### src/rtl/nra_pkg.sv
package nra_pkg;
  localparam int NIB_W = 4;
  localparam int OPC_W = 13;
  localparam int GRP_W = OPC_W - NIB_W;

  localparam logic [GRP_W-1:0] GRP_X_ADDB = 9'h1D5;
  localparam logic [GRP_W-1:0] GRP_Y_ADDB = 9'h1D7;
  localparam logic [GRP_W-1:0] GRP_X_CARRY = 9'h1D0;
  localparam logic [GRP_W-1:0] GRP_Y_CARRY = 9'h1D2;

  typedef enum logic [1:0] {
    ST_IDLE  = 2'd0,
    ST_READ  = 2'd1,
    ST_WRITE = 2'd2
  } nra_state_t;

  typedef struct packed {
    logic             legal;
    logic             use_y;
    logic             use_b;
    logic             post_inc;
    logic [NIB_W-1:0] rfield;
  } nra_dec_t;
endpackage

### src/rtl/nra_decode.sv
module nra_decode
  import nra_pkg::*;
(
  input  logic [OPC_W-1:0] opcode,
  output nra_dec_t         dec
);
  always_comb begin
    dec        = '0;
    dec.rfield = opcode[NIB_W-1:0];
    case (opcode[OPC_W-1:NIB_W])
      GRP_X_ADDB: begin
        dec.legal    = 1'b1;
        dec.use_b    = 1'b1;
        dec.post_inc = 1'b1;
      end
      GRP_Y_ADDB: begin
        dec.legal    = 1'b1;
        dec.use_y    = 1'b1;
        dec.use_b    = 1'b1;
        dec.post_inc = 1'b1;
      end
      GRP_X_CARRY: begin
        dec.legal = 1'b1;
      end
      GRP_Y_CARRY: begin
        dec.legal = 1'b1;
        dec.use_y = 1'b1;
      end
      default: dec.legal = 1'b0;
    endcase
  end
endmodule

### src/rtl/nra_addr_gen.sv
module nra_addr_gen
  import nra_pkg::*;
#(
  parameter int ADDR_W = 16,
  parameter int IMM_W  = 8
) (
  input  nra_dec_t          dec,
  input  logic [ADDR_W-1:0] x_val,
  input  logic [ADDR_W-1:0] y_val,
  input  logic              ext_valid,
  input  logic [IMM_W-1:0]  ext_imm,
  output logic [ADDR_W-1:0] addr,
  output logic [ADDR_W-1:0] idx_val
);
  localparam int PAGE_W = ADDR_W - IMM_W;

  logic page_hit;

  always_comb begin
    idx_val  = dec.use_y ? y_val : x_val;
    // the prefix only steers the carry-only forms
    page_hit = ext_valid && !dec.use_b;
    addr     = page_hit ? {{PAGE_W{dec.use_y}}, ext_imm} : idx_val;
  end
endmodule

### src/rtl/nra_radix_alu.sv
module nra_radix_alu
  import nra_pkg::*;
(
  input  logic [NIB_W-1:0] op_a,
  input  logic [NIB_W-1:0] op_b,
  input  logic             cin,
  input  logic [NIB_W-1:0] rfield,
  output logic [NIB_W-1:0] res,
  output logic             cout,
  output logic             zero
);
  localparam int SW = NIB_W + 1;

  logic [SW-1:0] radix;
  logic [SW-1:0] sum;
  logic [SW-1:0] diff;
  logic          diff_unused;

  always_comb begin
    radix = {1'b1, {NIB_W{1'b0}}} - {1'b0, rfield};
    sum   = {1'b0, op_a} + {1'b0, op_b} + {{NIB_W{1'b0}}, cin};
    diff  = sum - radix;
    cout  = (sum >= radix);
    res   = cout ? diff[NIB_W-1:0] : sum[NIB_W-1:0];
    zero  = (res == '0);
  end

  assign diff_unused = diff[NIB_W];
endmodule

### src/rtl/nibble_radix_adder.sv
module nibble_radix_adder
  import nra_pkg::*;
#(
  parameter int ADDR_W = 16,
  parameter int IMM_W  = 8
) (
  input  logic              clk,
  input  logic              rst,
  input  logic              start,
  input  logic [12:0]       opcode,
  input  logic [ADDR_W-1:0] x_in,
  input  logic [ADDR_W-1:0] y_in,
  input  logic [3:0]        b_in,
  input  logic              ext_valid,
  input  logic [IMM_W-1:0]  ext_imm,
  output logic [ADDR_W-1:0] mem_addr,
  output logic              mem_re,
  input  logic [3:0]        mem_rdata,
  output logic              mem_we,
  output logic [3:0]        mem_wdata,
  output logic              x_wr,
  output logic              y_wr,
  output logic [ADDR_W-1:0] idx_wdata,
  output logic              flag_c,
  output logic              flag_z,
  output logic              done,
  output logic              illegal
);
  nra_state_t        state;
  nra_dec_t          dec;
  logic [ADDR_W-1:0] acc_addr;
  logic [ADDR_W-1:0] acc_idx;

  logic [ADDR_W-1:0] addr_q;
  logic [ADDR_W-1:0] idx_q;
  logic [NIB_W-1:0]  b_q;
  logic [NIB_W-1:0]  rfield_q;
  logic              use_y_q;
  logic              use_b_q;
  logic              inc_q;

  logic [NIB_W-1:0]  addend;
  logic [NIB_W-1:0]  alu_res;
  logic              alu_cout;
  logic              alu_zero;
  logic [NIB_W:0]    radix_w;

  nra_decode u_decode (
    .opcode (opcode),
    .dec    (dec)
  );

  nra_addr_gen #(
    .ADDR_W (ADDR_W),
    .IMM_W  (IMM_W)
  ) u_addr (
    .dec       (dec),
    .x_val     (x_in),
    .y_val     (y_in),
    .ext_valid (ext_valid),
    .ext_imm   (ext_imm),
    .addr      (acc_addr),
    .idx_val   (acc_idx)
  );

  assign addend = use_b_q ? b_q : '0;

  nra_radix_alu u_alu (
    .op_a   (mem_rdata),
    .op_b   (addend),
    .cin    (flag_c),
    .rfield (rfield_q),
    .res    (alu_res),
    .cout   (alu_cout),
    .zero   (alu_zero)
  );

  assign radix_w   = {1'b1, {NIB_W{1'b0}}} - {1'b0, rfield_q};
  assign mem_addr  = addr_q;
  assign mem_re    = (state == ST_READ);
  assign mem_we    = (state == ST_WRITE);
  assign mem_wdata = alu_res;

  always_ff @(posedge clk) begin
    if (rst) begin
      state     <= ST_IDLE;
      addr_q    <= '0;
      idx_q     <= '0;
      b_q       <= '0;
      rfield_q  <= '0;
      use_y_q   <= 1'b0;
      use_b_q   <= 1'b0;
      inc_q     <= 1'b0;
      x_wr      <= 1'b0;
      y_wr      <= 1'b0;
      idx_wdata <= '0;
      flag_c    <= 1'b0;
      flag_z    <= 1'b0;
      done      <= 1'b0;
      illegal   <= 1'b0;
    end else begin
      done    <= 1'b0;
      x_wr    <= 1'b0;
      y_wr    <= 1'b0;
      illegal <= 1'b0;
      case (state)
        ST_IDLE: begin
          if (start) begin
            if (dec.legal) begin
              addr_q   <= acc_addr;
              idx_q    <= acc_idx;
              b_q      <= b_in;
              rfield_q <= dec.rfield;
              use_y_q  <= dec.use_y;
              use_b_q  <= dec.use_b;
              inc_q    <= dec.post_inc;
              state    <= ST_READ;
            end else begin
              illegal <= 1'b1;
            end
          end
        end
        ST_READ: begin
          state <= ST_WRITE;
        end
        ST_WRITE: begin
          flag_c    <= alu_cout;
          flag_z    <= alu_zero;
          done      <= 1'b1;
          x_wr      <= inc_q && !use_y_q;
          y_wr      <= inc_q && use_y_q;
          idx_wdata <= idx_q + 1'b1;
          state     <= ST_IDLE;
        end
        default: state <= ST_IDLE;
      endcase
    end
  end


  rd_then_wr_chk: assert property (@(posedge clk) disable iff (rst)
    mem_re |=> mem_we);


  wr_then_done_chk: assert property (@(posedge clk) disable iff (rst)
    mem_we |=> done);


  illegal_quiet_chk: assert property (@(posedge clk) disable iff (rst)
    illegal |-> (!mem_re && !mem_we && !done));


  no_carry_below_radix_chk: assert property (@(posedge clk) disable iff (rst)
    (done && !flag_c) |-> ({1'b0, $past(mem_wdata)} < radix_w));


  zero_flag_chk: assert property (@(posedge clk) disable iff (rst)
    done |-> (flag_z == ($past(mem_wdata) == '0)));


  idx_strobe_chk: assert property (@(posedge clk) disable iff (rst)
    (x_wr || y_wr) |-> (done && !(x_wr && y_wr)));
endmodule

### config.mk
export PLATFORM = sky130hd
export DESIGN_NAME = nibble_radix_adder
export DESIGN_NICKNAME = d
export VERILOG_FILES = /design/src/rtl/nra_pkg.sv /design/src/rtl/nra_decode.sv /design/src/rtl/nra_addr_gen.sv /design/src/rtl/nra_radix_alu.sv /design/src/rtl/nibble_radix_adder.sv
export SDC_FILE = /design/constraint.sdc
export NUM_CORES = 1
export LEC_CHECK = 0
export BUFFER_PORTS_ARGS = -buffer_cell sky130_fd_sc_hd__buf_2
export CAP_MARGIN = 20
export CORE_MARGIN = 3
export CORE_UTILIZATION = 50
export DETAILED_ROUTE_END_ITERATION = 7
export GPL_TIMING_DRIVEN = 0
export PLACE_DENSITY = 0.75
export SYNTH_ARGS = -nofsm -noshare
export SYNTH_HDL_FRONTEND = slang
export SYNTH_SLANG_ARGS = --single-unit
### constraint.sdc
create_clock -name clk -period 4.7 [get_ports clk]
set_clock_uncertainty 0.1 [all_clocks]
set_input_delay 0 -clock clk [delete_from_list [all_inputs] [get_ports clk]]
set_output_delay 0 -clock clk [all_outputs]
set_load 0.005 [all_outputs]
Word level (Yosys, flattened, before mapping)
Index checks and enable logic that the tools add are counted.
Storage, ports and cells
  bits in latches: 0
  input bits: 65
  flip-flop bits (word level): 67
  output and inout port bits: 44
  memories: 0
  ROM bits: 0
  RAM bits: 0
Cells by class
  multipliers: 0
  magnitude comparators: 1
  divide/modulo/power cells: 0
  shifts and indexed selects: 0
  bitwise operators: 3
  reductions and logical operators: 14
  mux-type cells: 12
  equal/unequal tests: 8
  add/sub/neg operators: 5
Operator list (number)
  $eq 9x9->1 const B: 4
  $mux 16: 2
  $add 16x1->16 const B: 1
  $mux 4: 2
  $mux 2: 3
  $reduce_or 2->1: 3
  $add 4x4->5: 1
  $add 5x1->5: 1
  $ge 5x5->1: 1
  $sub 5x4->5 const A: 1
  $logic_not 4->1: 1
  $mux 1: 4
  $ne 2x2->1 const B: 2
  $pmux 2 s2: 1
  $reduce_or 4->1: 1
  $sub 4x4->4: 1
  $logic_and 1x1->1: 3
  $not 1->1: 3
  $reduce_and 3->1: 1
  $reduce_or 3->1: 1
  $eq 2x1->1 const B: 1
  $eq 2x2->1 const B: 1
  $logic_not 1->1: 2
  $logic_not 2->1: 1
  $reduce_and 2->1: 1

Logic depth before layout (Yosys ltp)
Gate-level depths: netlist of the first run.
  depth in word-level cells: 6
  depth in mapped cells: 12

By module
Synthesis of the first run repeated with hierarchy kept, for this count alone.
Second synthesis, totals
  cell total of the unflattened synthesis: 450
  area, all modules: 3694.8 µm²
By module, submodules not included
  nibble_radix_adder: cells each 308, area each 2623.8 µm², times used 1
  nra_addr_gen: cells each 72, area each 506.7 µm², times used 1
  nra_radix_alu: cells each 58, area each 459.2 µm², times used 1
  nra_decode: cells each 12, area each 105.1 µm², times used 1

Worst setup path after synthesis of the first run
Ideal clock, no wire load.
  path kind: reg-to-reg
  start: register use_b_q
  end: register flag_z
  path slack: 1.742 ns
  arrival: 2.757 ns
  library setup time: 0.101 ns
  cell stages (with the launch flop): 12
  period minus slack after synthesis: 2.958 ns
  required time: 4.499 ns
  cells stage by stage: dfxtp_1 > and2_1 > fa_1 > a21o_1 > a21oi_1 > xor2_1 > inv_1 > ha_1 > inv_1 > o31ai_1 > mux2i_1 > o41ai_1
On the way
  longest elaborated chain between the ends: 6
  elaborated cells between the ends (all ways): 7
  those cells by class: add/sub: 3; order compare: 1; mux: 2; reduce/logical: 1
RTL lines
  start, declared: RTL line nibble_radix_adder.sv:39  | logic use_b_q;
  start signal, assigned: RTL line nibble_radix_adder.sv:115  | use_b_q <= dec.use_b;
  $mux 4 (*): RTL line nibble_radix_adder.sv:66  | assign addend = use_b_q ? b_q : '0;
  $add 4x4->5 (*): RTL line nra_radix_alu.sv:21  | sum = {1'b0, op_a} + {1'b0, op_b} + {{NIB_W{1'b0}}, cin};
  $add 5x1->5 (*): RTL line nra_radix_alu.sv:21
  $sub 4x4->4 or $ge 5x5->1 (tied branches): RTL line nra_radix_alu.sv:22, nra_radix_alu.sv:23
  $mux 4 (*): RTL line nra_radix_alu.sv:24  | res = cout ? diff[NIB_W-1:0] : sum[NIB_W-1:0];
  $logic_not 4->1 (*): RTL line nra_radix_alu.sv:25  | zero = (res == '0);
  end signal, assigned: RTL line nibble_radix_adder.sv:128  | flag_z <= alu_zero;
  end, declared: RTL line nibble_radix_adder.sv:25  | output logic flag_z,
Every way passes the cells marked *; elsewhere a longest branch is shown, timed or not.
A chain may end at the register's enable or synchronous reset.

Worst setup path after layout of the first run
  start: register use_b_q
  end: output mem_wdata[2]
On the way
  longest elaborated chain between the ends: 5
  elaborated cells between the ends (all ways): 6
  those cells by class: add/sub: 3; order compare: 1; mux: 2
RTL lines
  $mux 4 (*): RTL line nibble_radix_adder.sv:66
  $add 4x4->5 (*): RTL line nra_radix_alu.sv:21
  $add 5x1->5 (*): RTL line nra_radix_alu.sv:21
  $sub 4x4->4 or $ge 5x5->1 (tied branches): RTL line nra_radix_alu.sv:22, nra_radix_alu.sv:23
  $mux 4 (*): RTL line nra_radix_alu.sv:24
  end, declared: RTL line nibble_radix_adder.sv:20  | output logic [3:0] mem_wdata,
Marked as above.

==> impl_metrics.csv, run 1 <==
group,metric,value,unit
cts,ctsResizeCount,0,
die,dieHeight,87.6,um
setup_path,cp.required,4.60,ns
timing,finalSetupViolations,0,
die,die_outline_area,7670,sq um
drt,routed-via-count,3373,
timing,setup_slack_after_layout,0.960,ns
drt,detail_route.wl_per_cell,14.3,um
cts,cts_setup_buffers,0,
cts,clock_tree.root_cell,"sky130_fd_sc_hd__clkbuf_8",
finish,stdcell_area,4640,sq um
die,core.rowCount,29,
timing,transition_time_at_the_pin_with_the_least_slew_margin,0.886,ns
place,pre_cts_slack,1.27,ns
timing,timing.max_slew.rel_slack,40.4,%
synthesis,synth_enable_flop_cells,0,
cts,tritoncts_clock_tree,"built",
synthesis,cell_variety_after_synth,46,
finish,syn_to_final_growth,39.4,%
finish,fillcell_total,492,
drt,detail_route.first_pass.iterations,5,
setup_path,critical_path.reg2reg.startpoint,"use_b_q$_SDFFE_PP0P_",
global_routing,pin_count_of_the_biggest_net_entering_global_routing,13,
min_path,min_path_type,"in -> reg",
timing,final-hold-violation-count,0,
global_routing,groute.usage.overall,24.9,%
place,port_buffers,108,
finish,insertedDiodeCount,0,
power,irDropWorstVdd,0.230,mV
synthesis,most_used_flip_flop_cell_after_synthesis,"sky130_fd_sc_hd__dfxtp_1",
finish,nets,642,
setup_path,setup.worst_path.class,"reg -> out",
setup_path,path_cells,"and2_1 -> fa_1 -> a21o_1 -> a21oi_1 -> xor2_1 -> inv_1 -> ha_1 -> inv_1 -> o31ai_1 -> mux2_2 -> buf_2",
synthesis,yosysWarningCount,0,
setup_path,crit_family,"compound AO/OA/AOI/OAI gates",
power,power.share.sequential,48.8,%
place,dp.final_hpwl,6550,um
power,pwr-share-clk,40.7,%
global_routing,grt-ovfl-total,0,
power,power_switching,0.281,mW
synthesis,post_synth_most_frequent_cells,"sky130_fd_sc_hd__dfxtp_1, sky130_fd_sc_hd__nand2_1, sky130_fd_sc_hd__nor2_1",
run_status,outcome,"finished, final reports clean",
global_routing,antenna_violations_before_repair,0,
setup_path,cp_max_fo,8,
synthesis,avgSynthCellArea,8.38,sq um
setup_path,cp_common_cell,"sky130_fd_sc_hd__inv_1",
power,comb_power_share,10.5,%
power,p_int,0.871,mW
setup_path,critPathLaunch,"use_b_q$_SDFFE_PP0P_",
place,place_congestion,0.833,
synthesis,synth_area_leader_cell,"sky130_fd_sc_hd__dfxtp_1",
flow_run,max-cap-violations,0,
synthesis,synthMostInstantiatedCell,"sky130_fd_sc_hd__dfxtp_1",
drt,antenna_left,0,
global_routing,first_global_vias,3231,
cts,cts.reportedPaths.clkPinSlew,0.08,ns
finish,proportion_of_layout_cells_with_a_drive_suffix_above_1,23.4,%
synthesis,postSynthCellCount,397,
place,area_after_detailed_placement,3970,sq um
synthesis,share_of_synthesized_registers_carrying_an_async_set_or_reset,0,%
die,num_io_pins,109,
power,pwr_density_cell,248,nW/um^2
setup_path,delay_contributed_by_the_slowest_stage_of_the_critical_path,0.75,ns
power,switching_share,24.4,%
setup_path,cp_num_buf_inv,3,
synthesis,yosys_register_bits,66,
synthesis,postSynthNetCount,475,
global_routing,grt_first_pass_wirelength,15100,um
cts,cts_inserted_buffers,9,
synthesis,synth-seq-area-share,39.7,%
cts,clock_sinks,66,
synthesis,post-synth-top-area-fraction,39.7,%
setup_path,worst_setup_end_kind,"output port",
drt,drc,0,
drt,vias_per_cell,5.22,
synthesis,synth.area.top_cells,"sky130_fd_sc_hd__dfxtp_1, sky130_fd_sc_hd__nand2_1, sky130_fd_sc_hd__a211oi_1",
drt,drtIter0Drc,148,
drt,wirelength,9250,um
timing,fin_crit,3.74,ns
synthesis,synth_area,3330,sq um
setup_path,worstSetupStartpointType,"flip-flop",
die,initial_utilization,52.1,%
power,p_leak,2.03,nW
die,fp.dieW,87.6,um
timing,clock.fmax,267,MHz
timing,grt_setup_unrepaired,"no",
setup_path,slowest_stage,"sky130_fd_sc_hd__o31ai_1",
cts,cts-htree-levels,3,
cts,cts_hold_buffers,48,
cts,clock_latency,0.34,ns
timing,fin_crit_sh,79.6,%
cts,clk_path_buf_depth,2,
timing,fin_tns_setup,0,ns
min_path,min_from,"x_in[12]",
timing,final-max-slew-violation-count,0,
finish,postLayoutCoreUtil,72.6,%
setup_path,cp.arrival,3.64,ns
die,core_region_area,6390,sq um
==> through the flow <==
| step | hold WS, ns | power, mW | cells |
|---|---|---|---|
| 2_1_floorplan | 0.0360 | 0.619 | 397 |
| 3_3_place_gp | 0.152 | 0.662 | 582 |
| 3_5_place_dp | 0.157 | 0.664 | 582 |
| 4_1_cts | 0.00828 | 1.15 | 646 |
| 5_1_grt | 0.0516 | 1.19 | 646 |
| 6_report | 0.00160 | 1.15 | 646 |
==> worst reg2reg max path: cells and delay by family (launching register included) <==
kind | cells | cell delay [ns]
AOI/OAI and AO/OA | 4 | 1.40
adders and majority gates | 2 | 0.70
buffers and inverters | 2 | 0.12
muxes | 1 | 0.19
xor gates and xnor gates | 1 | 0.25
DFF | 1 | 0.38
and+or+nand+nor | 1 | 0.20
==> power groups by stage <==
stage	Sequential (mW)	Clock, mW	Combinational, mW
floorplan	0.575	0	0.0448
CTS	0.562	0.473	0.118
finish	0.562	0.469	0.121
detailed placement	0.575	0	0.0886
global route	0.562	0.492	0.133
global placement	0.575	0	0.0869
==> layout make-up <==
class	count	area, sq um	area share, %
timing repair buffer	156	1020	22.0
buffer	22	93.8	2.02
sequential	66	1320	28.5
clock buffer	9	124	2.67
multi-input combinational	293	1850	39.9
clock inverter	7	70.1	1.51
inverter	16	60.1	1.29
tap	77	96.3	2.08
==> metal layers <==
metal | vias up | track usage [%] | wire length (um)
li1 | 1701 | - | -
met1 | 1531 | 32.2 | 4020
met3 | 13 | 3.48 | 577
met2 | 128 | 42.3 | 4520
met4 | 0 | 9.34 | 135
met5 | - | 0 | 0
==> cell usage in the layout, fill, tap and decap left out, types with 15 or more instances in the layout <==
cell type and n:
sky130_fd_sc_hd__xor2_1 17, sky130_fd_sc_hd__o21ai_0 17, sky130_fd_sc_hd__a21oi_1 26, sky130_fd_sc_hd__nor2_1 40, sky130_fd_sc_hd__nand2_1 54, sky130_fd_sc_hd__clkbuf_1 15, sky130_fd_sc_hd__dfxtp_1 66, sky130_fd_sc_hd__a211oi_1 26
sky130_fd_sc_hd__inv_1 16, sky130_fd_sc_hd__buf_2 111, sky130_fd_sc_hd__dlygate4sd3_1 48
==> state kept, by name, summed over array words and instances (netlist names) <==
signal and cells:
done 1, flag_z 1, flag_c 1, use_b_q 1, idx_wdata 16, use_y_q 1, b_q 4, idx_q 16
x_wr 1, y_wr 1, rfield_q 4, mem_addr 16, state 2, illegal 1
==> kinds of logic (layout without fill, tap and decap cells) <==
family / count (synthesis) / after routing / synth area share (%)
flip-flops: 66 / 66 / 39.7
buffers and inverters: 38 / 210 / 4.62
AND/OR/NAND/NOR: 155 / 155 / 22.4
adder cells (fa/ha/maj): 13 / 13 / 5.56
AO/OA/AOI/OAI: 86 / 86 / 16.5
multiplexers: 19 / 19 / 6.01
XOR/XNOR: 20 / 20 / 5.26
==> worst paths after layout <==
| path | end | slack [ns] | depth (start not counted) |
|---|---|---|---|
| worst max-delay path | mem_wdata[2] | 0.96 | 11 |
| worst min-delay path | mem_addr[12]$_SDFFE_PP0P_ | 0.002 | 4 |
| worst max register to register | flag_z$_SDFFE_PP0P_ | 1.27 | 11 |
| worst min register to register | mem_addr[7]$_SDFFE_PP0P_ | 0.35 | 2 |
Power figures use the tool's default switching activity.
==> inputs of run 2 (changes only) <==
--- a/config.mk
+++ b/config.mk
@@ -8,10 +8,10 @@
 export BUFFER_PORTS_ARGS = -buffer_cell sky130_fd_sc_hd__buf_2
 export CAP_MARGIN = 20
 export CORE_MARGIN = 3
-export CORE_UTILIZATION = 50
+export CORE_UTILIZATION = 46
 export DETAILED_ROUTE_END_ITERATION = 7
 export GPL_TIMING_DRIVEN = 0
-export PLACE_DENSITY = 0.75
+export PLACE_DENSITY = 0.73
 export SYNTH_ARGS = -nofsm -noshare
 export SYNTH_HDL_FRONTEND = slang
 export SYNTH_SLANG_ARGS = --single-unit
==> constraint.sdc (replaced) <==
create_clock -name clk -period 3.2 [get_ports clk]
set_clock_uncertainty 0.1 [all_clocks]
set_input_delay 0 -clock clk [delete_from_list [all_inputs] [get_ports clk]]
set_output_delay 0 -clock clk [all_outputs]
set_load 0.005 [all_outputs]
==> run 2 against run 1 <==
Cell count rose by 2.8%; largest power group unchanged; via count rose by 0.62%; highest routed layer unchanged; power rose by 57%; critical endpoint unchanged; critical path type unchanged.
==> impl_metrics.csv, run 2 (synthesis results as in run 1) <==
group,metric,value,unit
run_status,outcome,"finished, final reports clean",
place,area_after_detailed_placement,3990,sq um
timing,fin_tns_setup,0,ns
finish,multi_input_comb_area,2000,sq um
cts,cts_inserted_buffers,9,
global_routing,grt-ovfl-total,0,
setup_path,path_cells,"and2_4 -> fa_2 -> inv_2 -> fa_2 -> xnor2_4 -> ha_2 -> a211oi_2 -> buf_4 -> o31ai_4 -> mux2_2 -> buf_2",
place,placed_cells_incl_taps,601,
die,core.rowCount,30,
die,initial_utilization,48.2,%
cts,clock_tree.root_cell,"sky130_fd_sc_hd__clkbuf_8",
die,die_outline_area,8290,sq um
finish,mostFrequentLayoutCell,"sky130_fd_sc_hd__buf_2",
finish,syn_to_final_growth,44.7,%
setup_path,worst_setup_end_kind,"output port",
global_routing,globalRoute.busiestLayer,"met2",
finish,nets,641,
finish,proportion_of_layout_cells_with_a_drive_suffix_above_1,28.9,%
min_path,min_path_type,"in -> reg",
drt,routed-via-count,3394,
setup_path,critical_path.reg2reg.startpoint,"use_b_q$_SDFFE_PP0P_",
cts,clock_latency,0.33,ns
timing,clock.fmax,318,MHz
power,pwr_density_cell,374,nW/um^2
die,core_region_area,6910,sq um
global_routing,grt.met2_usage,38.0,%
cts,cts.reportedPaths.clkPinSlew,0.07,ns
timing,finalSetupViolations,0,
min_path,min_from,"x_in[7]",
timing,fin_crit,3.15,ns
finish,instances_no_fill,664,
drt,detail_route.wl_per_cell,14.4,um
setup_path,cp_common_cell,"sky130_fd_sc_hd__fa_2",
global_routing,pin_count_of_the_biggest_net_entering_global_routing,12,
place,port_buffers,108,
timing,final-max-slew-violation-count,0,
global_routing,grt.met3_usage,4.39,%
setup_path,worst_r2r_setup_slack,0.16,ns
place,place_congestion,0.875,
die,dieHeight,91.1,um
drt,drtIter0Drc,171,
power,p_leak,2.07,nW
setup_path,capture_instance_of_the_worst_register_to_register_path,"flag_z$_SDFFE_PP0P_",
finish,ff_latch_area,1330,sq um
finish,most_frequent_cells_in_the_layout,"sky130_fd_sc_hd__buf_2, sky130_fd_sc_hd__dfxtp_1, sky130_fd_sc_hd__nand2_1",
drt,vias_per_cell,5.11,
setup_path,worstSetupStartpointType,"flip-flop",
global_routing,first_global_vias,3284,
place,dp.final_hpwl,6750,um
drt,drc,0,
die,fp.dieW,91.1,um
timing,final-hold-violation-count,0,
timing,fin_crit_sh,98.4,%
die,num_io_pins,109,
power,irDropWorstVdd,0.201,mV
min_path,whs_endpoint,"idx_q[7]$_SDFFE_PP0P_",
setup_path,cp.required,3.10,ns
setup_path,slowest_stage,"sky130_fd_sc_hd__fa_2",
drt,wirelength,9560,um
setup_path,cp_max_fo,5,
global_routing,groute.usage.overall,22.7,%
cts,cts-htree-levels,3,
timing,grt_setup_unrepaired,"yes",
setup_path,cp.arrival,3.05,ns
global_routing,grt.met1_usage,28.9,%
setup_path,worstRegToRegCells,15,
finish,stdcell_area,4820,sq um
finish,fillcell_total,567,
min_path,timing.hold.worst_path_depth,4,
drt,antenna_left,0,
drt,detail_route.first_pass.iterations,5,
finish,postLayoutCoreUtil,69.7,%
flow_run,max-cap-violations,0,
timing,timing.max_slew.rel_slack,58.2,%
setup_path,setup.worst_path.class,"reg -> out",
cts,clk_path_buf_depth,2,
finish,insertedDiodeCount,0,
setup_path,delay_contributed_by_the_slowest_stage_of_the_critical_path,0.44,ns
global_routing,antenna_violations_before_repair,0,
cts,clock_sinks,66,
global_routing,grt_first_pass_wirelength,15400,um
cts,tritoncts_clock_tree,"built",
timing,transition_time_at_the_pin_with_the_least_slew_margin,0.625,ns
## run 2: layer usage
metal	routed length (um)	part of all wire, %	up-vias
met3	524	5.5	23
met1	4140	43	1549
met5	0	0	-
met2	4680	49	118
li1	-	-	1704
met4	216	2.3	0
## run 2: power breakdown
| group | total (mW) | switching, mW | internal, mW |
|---|---|---|---|
| logic | 0.188 | 0.0859 | 0.102 |
| clock network | 0.790 | 0.308 | 0.482 |
| registers | 0.825 | 0.00206 | 0.823 |
## run 2: cell type report
type / instances / share of cell area [%]
Multi-Input combinational cell: 293 / 41.5
Tap cell: 96 / 2.49
Clock inverter: 4 / 1.53
Buffer: 22 / 1.95
Timing Repair Buffer: 155 / 20.6
Sequential cell: 66 / 27.5
Clock buffer: 12 / 3.22
Inverter: 16 / 1.25
## run 2: how the worst max path moves through the flow
stage,startpoint,to,slack [ns],depth (start not counted)
finish,use_b_q$_SDFFE_PP0P_,mem_wdata[2],0.05,11
floorplan,use_b_q$_SDFFE_PP0P_,flag_z$_SDFFE_PP0P_,0.24,11
global placement,use_b_q$_SDFFE_PP0P_,flag_z$_SDFFE_PP0P_,-0.19,11
global route,use_b_q$_SDFFE_PP0P_,mem_wdata[2],-0.08,11
CTS,use_b_q$_SDFFE_PP0P_,mem_wdata[3],0.0005,12
detailed placement,use_b_q$_SDFFE_PP0P_,flag_z$_SDFFE_PP0P_,-0.14,10
## run 2: timing repair
action | in CTS | in global routing
setup buffers | 4 | 5
pin swaps | 4 | 7
resized for setup | 13 | 22
hold buffers | 38 | 0
endpoints found under the hold margin | 28 | 0
setup endpoints to repair | 5 | 5
## run 2: metrics by stage
stage               power, mW  setup slack (ns)  hold WS [ns]
floorplan               0.910             0.242        0.0360
global route             1.87           -0.0832        0.0185
finish                   1.80            0.0515       0.00113
CTS                      1.79          0.000502       0.00240
detailed placement      0.976            -0.144         0.149
global placement        0.973            -0.192         0.149
## run 2: critical path: cells and delay by family, from the launching register on
family / cells / cell delay [ns]
flip-flops: 1 / 0.37
adder cells (fa/ha/maj): 3 / 0.93
AO/OA/AOI/OAI: 2 / 0.34
multiplexers: 1 / 0.37
buffers and inverters: 3 / 0.32
AND/OR/NAND/NOR: 1 / 0.15
XOR/XNOR: 1 / 0.23
